### config.mk
export PLATFORM = sky130hd
export DESIGN_NAME = fp_compare_unit
export DESIGN_NICKNAME = d
export VERILOG_FILES = /design/src/rtl/fpcmp_pkg.sv /design/src/rtl/fpcmp_core.sv /design/src/rtl/fpcmp_datapath.sv /design/src/rtl/fpcmp_ctrl.sv /design/src/rtl/fp_compare_unit.sv
export SDC_FILE = /design/constraint.sdc
export NUM_CORES = 1
export LEC_CHECK = 0
export BUFFER_PORTS_ARGS = -buffer_cell sky130_fd_sc_hd__buf_2
export CAP_MARGIN = 10
export CELL_PAD_IN_SITES_DETAIL_PLACEMENT = 1
export CELL_PAD_IN_SITES_GLOBAL_PLACEMENT = 2
export CORE_MARGIN = 1
export CORE_UTILIZATION = 22
export CTS_CLUSTER_DIAMETER = 30
export DETAILED_ROUTE_END_ITERATION = 8
export HOLD_SLACK_MARGIN = 0.1
export PLACE_DENSITY = 0.85
export SKIP_LAST_GASP = 1
export SYNTH_ARGS = -nofsm -noshare
export SYNTH_HDL_FRONTEND = slang
export SYNTH_SLANG_ARGS = --single-unit
### constraint.sdc
create_clock -name clk -period 6.5 [get_ports clk]
set_input_delay 0.65 -clock clk [delete_from_list [all_inputs] [get_ports clk]]
set_output_delay 0.65 -clock clk [all_outputs]
set_load 0.02 [all_outputs]
### src/rtl/fpcmp_pkg.sv
package fpcmp_pkg;

  typedef enum logic [1:0] {
    CC_EQUAL     = 2'd0,
    CC_LESS      = 2'd1,
    CC_GREATER   = 2'd2,
    CC_UNORDERED = 2'd3
  } cond_e;

  localparam logic [8:0] OP_CMP_SGL   = 9'h051;
  localparam logic [8:0] OP_CMP_DBL   = 9'h052;
  localparam logic [8:0] OP_CMPX_SGL  = 9'h055;
  localparam logic [8:0] OP_CMPX_DBL  = 9'h056;

  // Strobes from control to datapath
  typedef struct packed {
    logic isDouble;
    logic wrCond;
  } cmpStrobe_t;

endpackage

### src/rtl/fpcmp_core.sv
module fpcmp_core
  import fpcmp_pkg::*;
#(
  parameter int EXP_W  = 8,
  parameter int FRAC_W = 23
) (
  input  logic [EXP_W+FRAC_W:0] lhs,
  input  logic [EXP_W+FRAC_W:0] rhs,
  output logic                  unordered,
  output cond_e                 relation
);

  localparam int MAG_W = EXP_W + FRAC_W;

  logic              lhsSign, rhsSign;
  logic [MAG_W-1:0]  lhsMag, rhsMag;
  logic              lhsNan, rhsNan;
  logic              bothZero, magLess, magEqual;

  assign lhsSign = lhs[MAG_W];
  assign rhsSign = rhs[MAG_W];
  assign lhsMag  = lhs[MAG_W-1:0];
  assign rhsMag  = rhs[MAG_W-1:0];

  assign lhsNan = (&lhs[MAG_W-1:FRAC_W]) && (|lhs[FRAC_W-1:0]);
  assign rhsNan = (&rhs[MAG_W-1:FRAC_W]) && (|rhs[FRAC_W-1:0]);

  assign unordered = lhsNan || rhsNan;
  assign bothZero  = (lhsMag == '0) && (rhsMag == '0);
  assign magLess   = lhsMag < rhsMag;
  assign magEqual  = lhsMag == rhsMag;

  always_comb begin
    if (unordered) begin
      relation = CC_UNORDERED;
    end else if (bothZero) begin
      relation = CC_EQUAL;
    end else if (lhsSign != rhsSign) begin
      relation = lhsSign ? CC_LESS : CC_GREATER;
    end else if (magEqual) begin
      relation = CC_EQUAL;
    end else if (lhsSign) begin
      relation = magLess ? CC_GREATER : CC_LESS;
    end else begin
      relation = magLess ? CC_LESS : CC_GREATER;
    end
  end

endmodule

### src/rtl/fpcmp_datapath.sv
module fpcmp_datapath
  import fpcmp_pkg::*;
#(
  parameter int WORD_W   = 32,
  parameter int STATUS_W = 32,
  parameter int CC_LSB   = 10,
  parameter int S_EXP    = 8,
  parameter int S_FRAC   = 23,
  parameter int D_EXP    = 11,
  parameter int D_FRAC   = 52
) (
  input  logic                clk,
  input  logic                rst_n,
  input  cmpStrobe_t          strobe,
  input  logic [WORD_W-1:0]   aEven,
  input  logic [WORD_W-1:0]   aOdd,
  input  logic [WORD_W-1:0]   bEven,
  input  logic [WORD_W-1:0]   bOdd,
  output logic                unordered,
  output logic [STATUS_W-1:0] status
);

  localparam int S_W = 1 + S_EXP + S_FRAC;
  localparam int D_W = 1 + D_EXP + D_FRAC;

  logic [S_W-1:0] sglA, sglB;
  logic [D_W-1:0] dblA, dblB;
  logic           sglUn, dblUn;
  cond_e          sglRel, dblRel, selRel;

  assign sglA = aEven[S_W-1:0];
  assign sglB = bEven[S_W-1:0];
  assign dblA = {aEven, aOdd};
  assign dblB = {bEven, bOdd};

  fpcmp_core #(.EXP_W(S_EXP), .FRAC_W(S_FRAC)) sglCmp (
    .lhs(sglA), .rhs(sglB), .unordered(sglUn), .relation(sglRel)
  );

  fpcmp_core #(.EXP_W(D_EXP), .FRAC_W(D_FRAC)) dblCmp (
    .lhs(dblA), .rhs(dblB), .unordered(dblUn), .relation(dblRel)
  );

  assign unordered = strobe.isDouble ? dblUn : sglUn;
  assign selRel    = strobe.isDouble ? dblRel : sglRel;

  always_ff @(posedge clk) begin
    if (!rst_n) begin
      status <= '0;
    end else if (strobe.wrCond) begin
      status[CC_LSB +: 2] <= selRel;
    end
  end

endmodule

### src/rtl/fpcmp_ctrl.sv
module fpcmp_ctrl
  import fpcmp_pkg::*;
#(
  parameter int OP_W  = 9,
  parameter int IDX_W = 5
) (
  input  logic             clk,
  input  logic             rst_n,
  input  logic             opValid,
  input  logic [OP_W-1:0]  opField,
  input  logic [IDX_W-1:0] srcIdxA,
  input  logic [IDX_W-1:0] srcIdxB,
  input  logic             unordered,
  output cmpStrobe_t       strobe,
  output logic [IDX_W-1:0] readIdxA,
  output logic [IDX_W-1:0] readIdxB,
  output logic             illegalOp,
  output logic             invalidTrap
);

  logic isCompare, isDouble, isTrapping, trapNow;

  always_comb begin
    isCompare  = 1'b1;
    isDouble   = 1'b0;
    isTrapping = 1'b0;
    case (opField)
      OP_CMP_SGL:  ;
      OP_CMP_DBL:  isDouble = 1'b1;
      OP_CMPX_SGL: isTrapping = 1'b1;
      OP_CMPX_DBL: begin isDouble = 1'b1; isTrapping = 1'b1; end
      default:     isCompare = 1'b0;
    endcase
  end

  assign trapNow         = opValid && isCompare && isTrapping && unordered;
  assign strobe.isDouble = isDouble;
  assign strobe.wrCond   = opValid && isCompare && !trapNow;

  assign readIdxA = isDouble ? {srcIdxA[IDX_W-1:1], 1'b0} : srcIdxA;
  assign readIdxB = isDouble ? {srcIdxB[IDX_W-1:1], 1'b0} : srcIdxB;

  always_ff @(posedge clk) begin
    if (!rst_n) begin
      illegalOp   <= 1'b0;
      invalidTrap <= 1'b0;
    end else begin
      illegalOp   <= opValid && !isCompare;
      invalidTrap <= trapNow;
    end
  end

endmodule

### src/rtl/fp_compare_unit.sv
module fp_compare_unit
  import fpcmp_pkg::*;
#(
  parameter int WORD_W   = 32,
  parameter int STATUS_W = 32,
  parameter int CC_LSB   = 10,
  parameter int OP_W     = 9,
  parameter int IDX_W    = 5
) (
  input  logic                clk,
  input  logic                rst_n,
  input  logic                opValid,
  input  logic [OP_W-1:0]     opField,
  input  logic [IDX_W-1:0]    srcIdxA,
  input  logic [IDX_W-1:0]    srcIdxB,
  input  logic [WORD_W-1:0]   aEven,
  input  logic [WORD_W-1:0]   aOdd,
  input  logic [WORD_W-1:0]   bEven,
  input  logic [WORD_W-1:0]   bOdd,
  output logic [IDX_W-1:0]    readIdxA,
  output logic [IDX_W-1:0]    readIdxB,
  output logic [STATUS_W-1:0] fpStatus,
  output logic                illegalOp,
  output logic                invalidTrap
);

  cmpStrobe_t strobe;
  logic       unordered;

  fpcmp_ctrl #(.OP_W(OP_W), .IDX_W(IDX_W)) ctrl (
    .clk(clk), .rst_n(rst_n), .opValid(opValid), .opField(opField),
    .srcIdxA(srcIdxA), .srcIdxB(srcIdxB), .unordered(unordered),
    .strobe(strobe), .readIdxA(readIdxA), .readIdxB(readIdxB),
    .illegalOp(illegalOp), .invalidTrap(invalidTrap)
  );

  fpcmp_datapath #(.WORD_W(WORD_W), .STATUS_W(STATUS_W), .CC_LSB(CC_LSB)) dp (
    .clk(clk), .rst_n(rst_n), .strobe(strobe),
    .aEven(aEven), .aOdd(aOdd), .bEven(bEven), .bOdd(bOdd),
    .unordered(unordered), .status(fpStatus)
  );

endmodule

After elaboration in Yosys (flattened, before gate mapping). Index checks and enable logic that the tools add are counted.

Order comparisons: 2. Equal/unequal tests: 7. Muxes and demuxes: 22. Reduce and logical (&&, ||, !) cells: 30.

Operators with widths (count): 63-bit logical NOT (2); 52-bit OR reduction (2); 63-bit == test (1); 63-bit less-than comparator (1); 31-bit logical NOT (2); 23-bit OR reduction (2); 9-bit by 7-bit == test with 1-bit output, second input constant (4); 2-bit two-way mux (16); 31-bit == test (1); 31-bit less-than comparator (1); 11-bit AND reduction (2); 8-bit AND reduction (2); 1-bit logical AND (11); 1-bit two-way mux (6); 2-bit OR reduction (2); 4-bit OR reduction (1); 1-bit logical NOT (2); 1-bit logical OR (2); 1-bit inequality test (1).

Flip-flop bits (word level): 4. Input port bits: 150.

Longest topological paths before layout. Gate-level depths: netlist of run 1.

Depth after elaboration: 8. Depth in mapped cells: 10. Gate-level depth less buffers: 10.

By module. From an unflattened synthesis of run 1, not the netlist that was laid out.

Cells, all modules: 516. Area, all modules: 3674.8 um^2.

By module, submodules not included: fpcmp_core (dp.dblCmp) (times used 1, cells each 296, area an instance 2038.2 um^2, sequential area each 0.0 um^2); fpcmp_core (dp.sglCmp) (times used 1, cells each 155, area an instance 1114.8 um^2, sequential area each 0.0 um^2); fpcmp_datapath (times used 1, cells each 40, area an instance 320.3 um^2, sequential area each 40.0 um^2); fpcmp_ctrl (times used 1, cells each 25, area an instance 201.4 um^2, sequential area each 40.0 um^2).

Worst setup path after synthesis of run 1. OpenSTA, ideal clock, no wires.

Path type: in2reg. From: input port bEven[30]. To: register dp.status[10]. Setup time: 0.128 ns. Arrival: 2.681 ns. Required time: 6.372 ns. Path slack: 3.692 ns. Cell stages on the path: 10. Cells stage by stage: inv_1 ha_1 nand4_1 or4_4 nor2_4 and3_2 a2111oi_4 and4b_1 a2111oi_2 o32ai_1.

Word-level cells in the longest chain between the ends: 8. Elaborated cells on any way between the ends: 33. Those cells by class: order compare (2); eq/ne (2); mux (16); reduce/logical (13).

Ends and longest elaborated chain: start: declaration (line fp_compare_unit.sv:18) `input logic [WORD_W-1:0] bEven,`; 63-bit less-than comparator or 31-bit less-than comparator (tied branches) (line fpcmp_core.sv:30) `assign magLess = lhsMag < rhsMag;`; 2-bit two-way mux (on tied branches) (line fpcmp_core.sv:45, fpcmp_core.sv:43); 2-bit two-way mux (line fpcmp_core.sv:42) `end else if (lhsSign) begin`; 2-bit two-way mux (line fpcmp_core.sv:40) `end else if (magEqual) begin`; 2-bit two-way mux (line fpcmp_core.sv:38) `end else if (lhsSign != rhsSign) begin`; 2-bit two-way mux (line fpcmp_core.sv:36) `end else if (bothZero) begin`; 2-bit two-way mux (line fpcmp_core.sv:34) `if (unordered) begin`; 2-bit two-way mux (line fpcmp_datapath.sv:45) `assign selRel = strobe.isDouble ? dblRel : sglRel;`; end signal: indexed assignment (line fpcmp_datapath.sv:51) `status[CC_LSB +: 2] <= selRel;`; end: declaration (line fpcmp_datapath.sv:20) `output logic [STATUS_W-1:0] status`.

Parallel ways exist; a longest one is shown, timed or not. A chain may end at the register's enable or synchronous reset.

Worst setup path after layout of run 1.
From: input port bEven[29]. To: register dp.status[10].

Same word-level chain as after synthesis.

==> metrics.md, run 1 <==
| Metric | Value |
|---|---|
| Status | finished with violations |
| Failing checks | DRC |
| Max Cap Violations | 0 |
| Total CTS buffers | 3 |
| Post-CTS Setup Repair Bufs | 0 |
| HPWL Detailed | 9196 µm |
| Critical Path AT | 3100 ps |
| Power per cell area | 90.02 nW/µm² |
| Synthesized area per cell | 7.134 µm² |
| TNS Setup | 0 ps |
| Ant. Diodes | 0 |
| Final nets | 732 |
| Critical Path End Type | register |
| Slew @ Worst Pin | 539.2 ps |
| Final Power | 0.3140 mW |
| Unrepaired setup endpoints after global routing | no |
| Skew final | 0 ps |
| CP Class | input pin to register |
| Final hold vios | 0 |
| Initial antenna violation count | 0 |
| CP Launch Type | input pin |
| CORE AREA | 11610 µm² |
| H-Tree Level Count | 1 |
| Seq. cell area | 80.08 µm² |
| Synth unique cells | 45 |
| Yosys reg bits | 4 |
| Mapped Area | 2675 µm² |
| Synth area leader | ha_1 |
| Die H | 112.3 µm |
| DR vias/cell | 4.877 |
| Hold_buf cts | 0 |
| Share of layout cells above drive strength 1 | 31.78% |
| Pins over their slew limit | 0 |
| P&R area growth vs syn | 30.40% |
| Yosys top cell area share | 29.93% |
| Detail Route Antenna Nets | 0 |
| Maximum clock path buffer count | 2 |
| GRT overflow | 0 |
| Initial Util | 23.03% |
| I/O pins | 194 |
| Site Rows | 39 |
| Port Buf Inserts | 147 |
| Crit path max fanout | 6 |
| First-pass GRT wire length | 16140 µm |
| Synthesized netlist cell count | 375 |
| CTS tree | yes |
| WL per Instance | 14.82 µm |
| Share of the core filled with cells | 30.04% |
| Filler Cell Count | 1506 |
| Worst-path clk slew | 30 ps |
| Final setup fails | 0 |
| Final GP Congestion | 0.8674 |
| P_leak | 1.946 nW |
| Largest cells by area after synthesis | ha_1 30%, buf_4 11%, inv_1 9.5%, nor4_1 7.7%, a21oi_1 6.0% |
| Worst-Skew Late Latency | 230 ps |
| Worst vdd ir | 53.28 µV |
| Remaining DRCs | 16 |
| Overall global routing resource usage | 15.53% |
| Num Clock Sinks | 4 |
| Final period utilization | 46.17% |
| Vias in the first global route | 3441 |
| Post-synthesis sequential area ratio | 2.993% |
| Fin crit period | 3001 ps |
| Area occupied by multi-input gates | 2163 µm² |
| FMAX | 0.3332 GHz |
| Reg2Reg Depth | 2 |
| Post-CTS resize count | 0 |
| Placed insts | 656 |
| First DRT Iteration DRCs | 131 |
| Hold Path Class | register to register |
| CP Data Required Time | 6600 ps |
| Drt first pass iters | 6 |
| Die width | 112.3 µm |
| Clock Root Buffer | clkbuf_16 |
| Post-route insts no fill | 659 |
| Warnings from Yosys | 0 |
| Final wirelength | 9769 µm |
| Vias | 3214 |
| Worst Hold Depth | 2 |
| Die footprint | 12600 µm² |
| Largest net degree at the start of global routing | 7 |
| Slew HR | 63.83% |
[cells by family after synthesis]
| logic type | count (synthesis) | share of synthesized area, % |
|---|---|---|
| other | 1 | 0.1402 |
| AO/OA/AOI/OAI | 66 | 16.75 |
| buffers and inverters | 106 | 20.21 |
| adder cells (fa/ha/maj) | 64 | 29.93 |
| flip-flops | 4 | 2.994 |
| AND/OR/NAND/NOR | 133 | 29.65 |
| XOR/XNOR | 1 | 0.3275 |
[worst max-delay path, stage by stage]
cell       delay, ps
buf_2            110
inv_1             40
ha_1             300
nand4_1          170
or4_4            620
nor2_4           190
o311a_1          250
a2111oi_4         70
and4b_1          250
a2111oi_2        320
o32ai_1          140
[cells in the final DEF, fill, tap and decap left out, types with 2 or more instances in the layout]
master,n
a221oi_1,2
and2_1,2
nor3_1,6
inv_1,68
clkbuf_16,3
o21ai_1,3
buf_2,147
or4_1,3
nand3_1,12
nand4_2,3
o21ai_0,8
nand2_1,21
a211oi_1,3
conb_1,30
a21o_1,4
or4_4,2
ha_1,64
nor4_1,33
o31ai_2,2
nand3b_1,5
nand4_1,25
o32ai_1,2
dfxtp_1,4
nor2_1,11
a21oi_1,32
[per-layer routing]
layer	vias to the layer above	wire, µm	track usage, %
met5	-	0	0
met4	0	115	3.111
met3	8	666	1.998
met2	134	4820	29.36
met1	1463	4166	18.67
li1	1609	-	-
[path summary, 6_finish.rpt]
path | startpoint | to | slack (ps)
worst max-delay path | bEven[29] | dp.status[10]$_SDFFE_PN0P_ | 3500
worst min-delay path | dp.status[11]$_SDFFE_PN0P_ | dp.status[11]$_SDFFE_PN0P_ | 480
worst max register to register | dp.status[10]$_SDFFE_PN0P_ | dp.status[10]$_SDFFE_PN0P_ | 5910
worst min register to register | dp.status[11]$_SDFFE_PN0P_ | dp.status[11]$_SDFFE_PN0P_ | 480
[through the flow]
step	setup slack [ps]	hold slack [ps]	instance area (µm²)
2_1_floorplan	3692	544.7	2784
3_3_place_gp	3362	468.5	3413
3_5_place_dp	3267	482.0	3413
4_1_cts	3497	487.9	3488
5_1_grt	3360	499.9	3488
6_report	3499	481.8	3488
[power breakdown]
| part | internal (mW) | switching [mW] | leakage [nW] | total [mW] |
|---|---|---|---|---|
| sequential | 0.0251 | 0.0000915 | 0.0325 | 0.0252 |
| clock | 0.0786 | 0.0179 | 0.0370 | 0.0965 |
| combinational | 0.0816 | 0.111 | 1.88 | 0.192 |
[cells in the mapped netlist, drive strengths merged]
library cell and number:
and2 2, ha 64, a211oi 3, o211ai 1
a221oi 2, inv 68, buf 38, and3 2
a21oi 32, a2111oi 2, a221o 1, o32ai 2
xor2 1, conb 1, nor4bb 1, o211a 1
and4b 1, nor2 12, or4 5, nor4 33
o311a 1, a22oi 1, or3 2, a21o 4
nand4b 1, nand2 21, o21ai 11, nand3 12
nand4 28, dfxtp 4, and2b 2, o31ai 3
a41oi 1, nor3 6, nand3b 5, o221ai 1
[state kept, by name, indices dropped and copies added, names as in the netlist]
signal / cells
dp.status: 2
ctrl.illegalOp: 1
ctrl.invalidTrap: 1
[cell type report]
cell class | count | share of cell area [%]
Clock buffer | 3 | 2.152
Inverter | 68 | 7.317
Multi-Input combinational cell | 294 | 62.02
Sequential cell | 4 | 2.296
Tap cell | 143 | 5.129
Timing Repair Buffer | 147 | 21.09
Note: power is estimated with default switching activity, not from simulation.
==> run 2, diff against run 1 <==
CORE_UTILIZATION = 18   (was 22)
PLACE_DENSITY = 0.74   (was 0.85)
clock period = 2.7 ns   (was 6.5 ns; I/O delays follow)
==> run 2 against run 1 <==
Net effect: the run now ends clean; clock power rose by 140%; combinational power is 140% higher; sequential power is 140% higher; non-clock buffer count is 14 higher; hold slack worse by 180 ps; first-iteration DRC count fell by 69%; clock skew stayed put; worst setup slack lost 3400 ps; count of clock-buffer cells in the layout did not move; cell count grew 8.3%; power is 140% higher; critical path type unchanged; critical endpoint unchanged; largest power group unchanged.
==> metrics.md, run 2 (same netlist as run 1, synthesis figures left out) <==
| Metric | Value |
|---|---|
| Maximum clock path buffer count | 2 |
| Critical Path End Type | register |
| Sw Pwr | 0.3089 mW |
| Crit Reg-Reg Endpoint | dp.status[11]$_SDFFE_PN0P_ |
| Port Buf Inserts | 147 |
| Hold_ws | 300.9 ps |
| HPWL Detailed | 9729 µm |
| CP max stage delay | 600 ps |
| Drt first pass iters | 4 |
| Seq. cell area | 80.08 µm² |
| CP Class | input pin to register |
| First-pass GRT wire length | 15940 µm |
| Worst reg2reg startpoint | dp.status[11]$_SDFFE_PN0P_ |
| Worst Hold End | ctrl.invalidTrap$_SDFF_PN0_ |
| Seq pwr share | 8.0% |
| Initial Util | 18.41% |
| Worst vdd ir | 104.8 µV |
| Vias in the first global route | 3408 |
| Cell internal pwr | 0.4494 mW |
| Hold Path Class | input pin to register |
| P_leak | 2.011 nW |
| Ant. Diodes | 0 |
| Die width | 123.9 µm |
| Worst Min Path Start | opField[2] |
| WL per Instance | 14.49 µm |
| Comb power frac | 61.9% |
| P&R area growth vs syn | 36.67% |
| Worst Path Buf+Inv | 2 |
| Die footprint | 15350 µm² |
| Crit-path leading delay family | simple AND/OR/NAND/NOR gates |
| Skew final | 0 ps |
| I/O pins | 194 |
| Initial antenna violation count | 0 |
| Unrepaired setup endpoints after global routing | no |
| Slowest-stage cell, CP | or4_4 |
| Filler Cell Count | 1869 |
| Die H | 123.9 µm |
| Vias | 3256 |
| Final period utilization | 94.76% |
| Critical Path AT | 2660 ps |
| Share of layout cells above drive strength 1 | 33.77% |
| DR vias/cell | 4.560 |
| Reg2Reg Depth | 2 |
| First DRT Iteration DRCs | 41 |
| Commonest non-fill, non-tap cell in the layout | buf_2 |
| Final hold vios | 0 |
| Largest net degree at the start of global routing | 7 |
| Worst-path clk slew | 30 ps |
| CORE AREA | 14530 µm² |
| Most flops, register | dp.status |
| Slew HR | 63.79% |
| Site Rows | 44 |
| CP Data Required Time | 2800 ps |
| Slew @ Worst Pin | 539.8 ps |
| Detail Route Antenna Nets | 0 |
| Post-route setup slack | 141.4 ps |
| Final setup fails | 0 |
| CP Cell Sequence | buf_2 -> inv_1 -> ha_1 -> nand4_2 -> or4_4 -> nor2_4 -> and3_2 -> a2111oi_4 -> and4b_1 -> a2111oi_2 -> o32ai_1 |
| Power per cell area | 207.4 nW/µm² |
| Overall global routing resource usage | 13.00% |
| Max Cap Violations | 0 |
| CP Launch Type | input pin |
| Final GP Congestion | 0.8176 |
| Pins over their slew limit | 0 |
| Total CTS buffers | 3 |
| CTS tree | yes |
| Flop-to-flop setup slack | 2110 ps |
| Setup WS pre-CTS | -108.1 ps |
| Hold_buf cts | 0 |
| Largest registers | dp.status x2, ctrl.illegalOp x1, ctrl.invalidTrap x1 |
| GRT overflow | 0 |
| Most frequent cells in the layout | 147 x buf_2, 68 x inv_1, 64 x ha_1 |
| Final nets | 746 |
| Worst Hold Depth | 3 |
| Switching share of power | 40.74% |
| Fin crit period | 2559 ps |
| H-Tree Level Count | 1 |
| Status | complete, no violations |
| Num Clock Sinks | 4 |
| Worst-Skew Late Latency | 220 ps |
| Max reg flops | 2 |
| TNS Setup | 0 ps |
| Area occupied by multi-input gates | 2175 µm² |
| Remaining DRCs | 0 |
| FMAX | 0.3908 GHz |
| Clock Root Buffer | clkbuf_16 |
| Final wirelength | 10350 µm |
| Power share of the clock group | 30.1% |
| Crit path max fanout | 4 |
==> run 2: cell types whose count changed in the layout (fill, tap and decap cells not counted), sizes merged <==
cell	previous run	this run
buf	147	161
==> run 2: per-stage QoR <==
step | instance area [µm²] | instances | total power, mW | util (%)
finish | 3656 | 714 | 0.7584 | 25.16
detailed placement | 3570 | 711 | 0.5320 | 24.56
global placement | 3570 | 711 | 0.5143 | 24.56
global route | 3656 | 714 | 0.8291 | 25.16
CTS | 3645 | 714 | 0.7654 | 25.08
floorplan | 2784 | 404 | 0.3635 | -
==> run 2: tightest hold or removal path, stage by stage <==
cell	delay, ps
buf_2	110
nand2_1	50
nor3_1	40
==> run 2: layer usage <==
layer | up-vias | GRT usage, % | part of all wire [%]
met5 | - | 0 | 0
met1 | 1489 | 16.05 | 44
met3 | 8 | 1.007 | 6.7
met2 | 123 | 24.76 | 49
li1 | 1636 | - | -
met4 | 0 | 1.860 | 0.54
==> run 2: final cells by class <==
cell class | count | area share [%]
Timing Repair Buffer | 161 | 23.00
Clock buffer | 3 | 2.053
Inverter | 68 | 6.982
Multi-Input combinational cell | 294 | 59.48
Tap cell | 184 | 6.297
Sequential cell | 4 | 2.190
==> run 2: what timing repair did <==
item	CTS	global route
resized for setup	0	1
endpoints found under the setup margin	0	1
setup buffers	0	0
==> run 2: power groups by stage <==
stage               combinational [mW]  sequential, mW  clock (mW)
floorplan                        0.301          0.0626           0
global placement                 0.453          0.0614           0
detailed placement               0.470          0.0615           0
CTS                              0.474          0.0608       0.231
global route                     0.531          0.0608       0.237
finish                           0.469          0.0607       0.229
==> run 2: worst max path at each step <==
| stage | endpoint | startpoint | depth (start not counted) |
|---|---|---|---|
| final | dp.status[10]$_SDFFE_PN0P_ | bEven[13] | 11 |
| after global routing | dp.status[10]$_SDFFE_PN0P_ | bEven[30] | 11 |
| after CTS | dp.status[10]$_SDFFE_PN0P_ | bEven[13] | 11 |
| after detailed placement | dp.status[10]$_SDFFE_PN0P_ | bEven[13] | 11 |
| after global placement | dp.status[10]$_SDFFE_PN0P_ | bEven[13] | 11 |
| after floorplan | dp.status[10]$_SDFFE_PN0P_ | bEven[30] | 10 |
==> run 3, diff against run 2 <==
ABC_AREA = 1   (was unset)
PLACE_DENSITY = 0.76   (was 0.74)
==> run 3 against run 2 <==
Net effect: critical path depth is 5 higher; worst setup slack improved by 620 ps; core utilization is 0.87 points lower; non-clock buffer count down 14; synthesized cell count is 41% higher; synthesized area rose by 11%; count of clock-buffer cells in the layout did not move; critical path type unchanged; clock skew stayed put; first-iteration DRC count is 17% higher.
==> metrics.md, run 3 <==
| Metric | Value |
|---|---|
| Crit. path cell count | 16 |
| Worst-Skew Late Latency | 220 ps |
| Die width | 130.7 µm |
| Top Metal Used | met4 |
| Max Cap Violations | 0 |
| TNS Setup | 0 ps |
| CP endpoint | dp.status[10]$_SDFFE_PN0P_ |
| Mapped Area | 2980 µm² |
| Pins over their slew limit | 0 |
| Worst-path clk slew | 30 ps |
| Filler Cell Count | 2174 |
| Worst Hold Depth | 3 |
| Share of the core filled with cells | 24.28% |
| H-Tree Level Count | 1 |
| CP Data Required Time | 2810 ps |
| Cell mode on critical path | nand2_1 |
| First-pass GRT wire length | 15680 µm |
| Setup WS pre-CTS | 493.1 ps |
| Initial antenna violation count | 0 |
| Post-CTS Setup Repair Bufs | 0 |
| Seq. cell area | 80.08 µm² |
| DR vias/cell | 3.904 |
| Worst Path Buf+Inv | 2 |
| Synthesized netlist cell count | 530 |
| CP Launch Type | input pin |
| Overall global routing resource usage | 11.30% |
| WL met2 | 4661 µm |
| Hold_ws | 283.9 ps |
| Final nets | 887 |
| M1 wire length | 4734 µm |
| Critical Path AT | 2040 ps |
| Commonest register cell after synthesis | dfxtp_1 |
| Most frequent cells in the layout | 147 x buf_2, 134 x nand2_1, 80 x inv_1 |
| Crit-path leading delay family | simple AND/OR/NAND/NOR gates |
| Vias | 3463 |
| Slew HR | 66.87% |
| Worst reg2reg startpoint | dp.status[10]$_SDFFE_PN0P_ |
| Fin crit period | 1934 ps |
| Post-route insts no fill | 887 |
| Synth unique cells | 25 |
| Detail Route Antenna Nets | 0 |
| Final period utilization | 71.65% |
| Most flops, register | dp.status |
| Crit path max fanout | 3 |
| I/O pins | 194 |
| Async set-reset flop share out of synthesis | 0% |
| Synthesized area per cell | 5.623 µm² |
| Count leader, synth | nand2_1 |
| Reg2Reg Depth | 2 |
| Skew final | 0 ps |
| Flop-to-flop setup slack | 2110 ps |
| CORE AREA | 16000 µm² |
| Power per cell area | 199.4 nW/µm² |
| Ant. Diodes | 0 |
| HPWL Detailed | 9444 µm |
| CP max stage delay | 280 ps |
| Hold Path Class | input pin to register |
| Critical path origin | bEven[22] |
| Synth cell count leaders | 134 x nand2_1, 80 x inv_1, 78 x nor2_1 |
| Worst vdd ir | 250.7 µV |
| Final hold vios | 0 |
| Final Instance Area | 3885 µm² |
| Warnings from Yosys | 0 |
| Site Rows | 46 |
| Final Power | 0.7745 mW |
| Remaining DRCs | 0 |
| Share of layout cells above drive strength 1 | 28.17% |
| Largest registers | dp.status x2, ctrl.illegalOp x1, ctrl.invalidTrap x1 |
| Placed insts | 884 |
| Largest cells by area after synthesis | ha_1 27%, nand2_1 17%, inv_1 10%, nor2_1 9.8%, buf_4 9.6% |
| Routed met3 length | 455 µm |
| FMAX | 0.5169 GHz |
| Post-route setup slack | 765.5 ps |
| CTS tree | yes |
| P_leak | 2.330 nW |
| Crit Reg-Reg Endpoint | dp.status[10]$_SDFFE_PN0P_ |
| First DRT Iteration DRCs | 48 |
| Commonest non-fill, non-tap cell in the layout | buf_2 |
| Die H | 130.7 µm |
| Unrepaired setup endpoints after global routing | no |
| Yosys top cell area share | 26.87% |
| Die footprint | 17080 µm² |
| Initial Util | 18.63% |
| Maximum clock path buffer count | 2 |
| Post-CTS resize count | 0 |
| Worst Min Path Start | opValid |
| P&R area growth vs syn | 30.35% |
| Vias in the first global route | 3481 |
| Final setup fails | 0 |
| Final GP Congestion | 0.7694 |
| DP Area | 3810 µm² |
| Critical Path End Type | register |
| GRT overflow | 0 |
| Post-synthesis sequential area ratio | 2.687% |
| Slowest-stage cell, CP | ha_1 |
| Port Buf Inserts | 147 |
| Hold_buf cts | 0 |
| Area occupied by multi-input gates | 2315 µm² |
| Max reg flops | 2 |
| WL per Instance | 11.11 µm |
| Total CTS buffers | 3 |
| Slew @ Worst Pin | 493.1 ps |
| Num Clock Sinks | 4 |
| Yosys reg bits | 4 |
| Final wirelength | 9857 µm |
| Drt first pass iters | 4 |
| Largest net degree at the start of global routing | 7 |
| Status | complete, no violations |
| EDFF count, synth | 0 |
| Clock Root Buffer | clkbuf_16 |
| CP Class | input pin to register |
| CP Cell Sequence | buf_2 -> inv_1 -> ha_1 -> nand2_1 -> nor2_1 -> nand4_1 -> nor2_1 -> nand2_1 -> nor2_1 -> nor2_1 -> nand3_1 -> nand2_1 -> nand2_1 -> nand2_1 -> nand2_1 -> a21oi_1 |
| Synth area leader | ha_1 |
run 3: how the worst min path moves through the flow:
stage,end,slack [ps]
2_1_floorplan,ctrl.illegalOp$_SDFF_PN0_,390
3_3_place_gp,dp.status[10]$_SDFFE_PN0P_,460
3_5_place_dp,dp.status[11]$_SDFFE_PN0P_,470
4_1_cts,ctrl.illegalOp$_SDFF_PN0_,280
5_1_grt,ctrl.illegalOp$_SDFF_PN0_,310
6_report,ctrl.illegalOp$_SDFF_PN0_,280
run 3: cell families (layout without fill, tap and decap cells):
logic type / count (synthesis) / count (layout) / synth area share, %
DFF: 4 / 4 / 2.687
other: 1 / 30 / 0.1258
and+or+nand+nor: 278 / 278 / 40.43
adders and majority gates: 64 / 64 / 26.87
AOI/OAI and AO/OA: 36 / 36 / 6.591
buffers and inverters: 147 / 259 / 23.30
run 3: power breakdown:
group          internal [mW]  switching, mW  total, mW
combinational          0.200          0.287      0.487
clock                  0.189         0.0377      0.227
sequential            0.0604       0.000257     0.0607
run 3: metal layers:
metal,track usage [%],up-vias
met3,1.099,2
met4,0.2705,0
met1,14.76,1483
li1,-,1892
met2,20.98,86
met5,0,-
run 3: layout make-up:
cell class / count / share of cell area (%)
inverters: 109 / 10.53
repair buffers: 147 / 18.94
clock buffers: 3 / 1.932
flip-flops and latches: 4 / 2.061
multi-input cells: 408 / 59.58
well taps: 216 / 6.957
run 3: worst register-to-register path, cell delays in order, from the launching register on:
cell and delay (ps):
dfxtp_1 320, nand2_1 60, a21oi_1 140
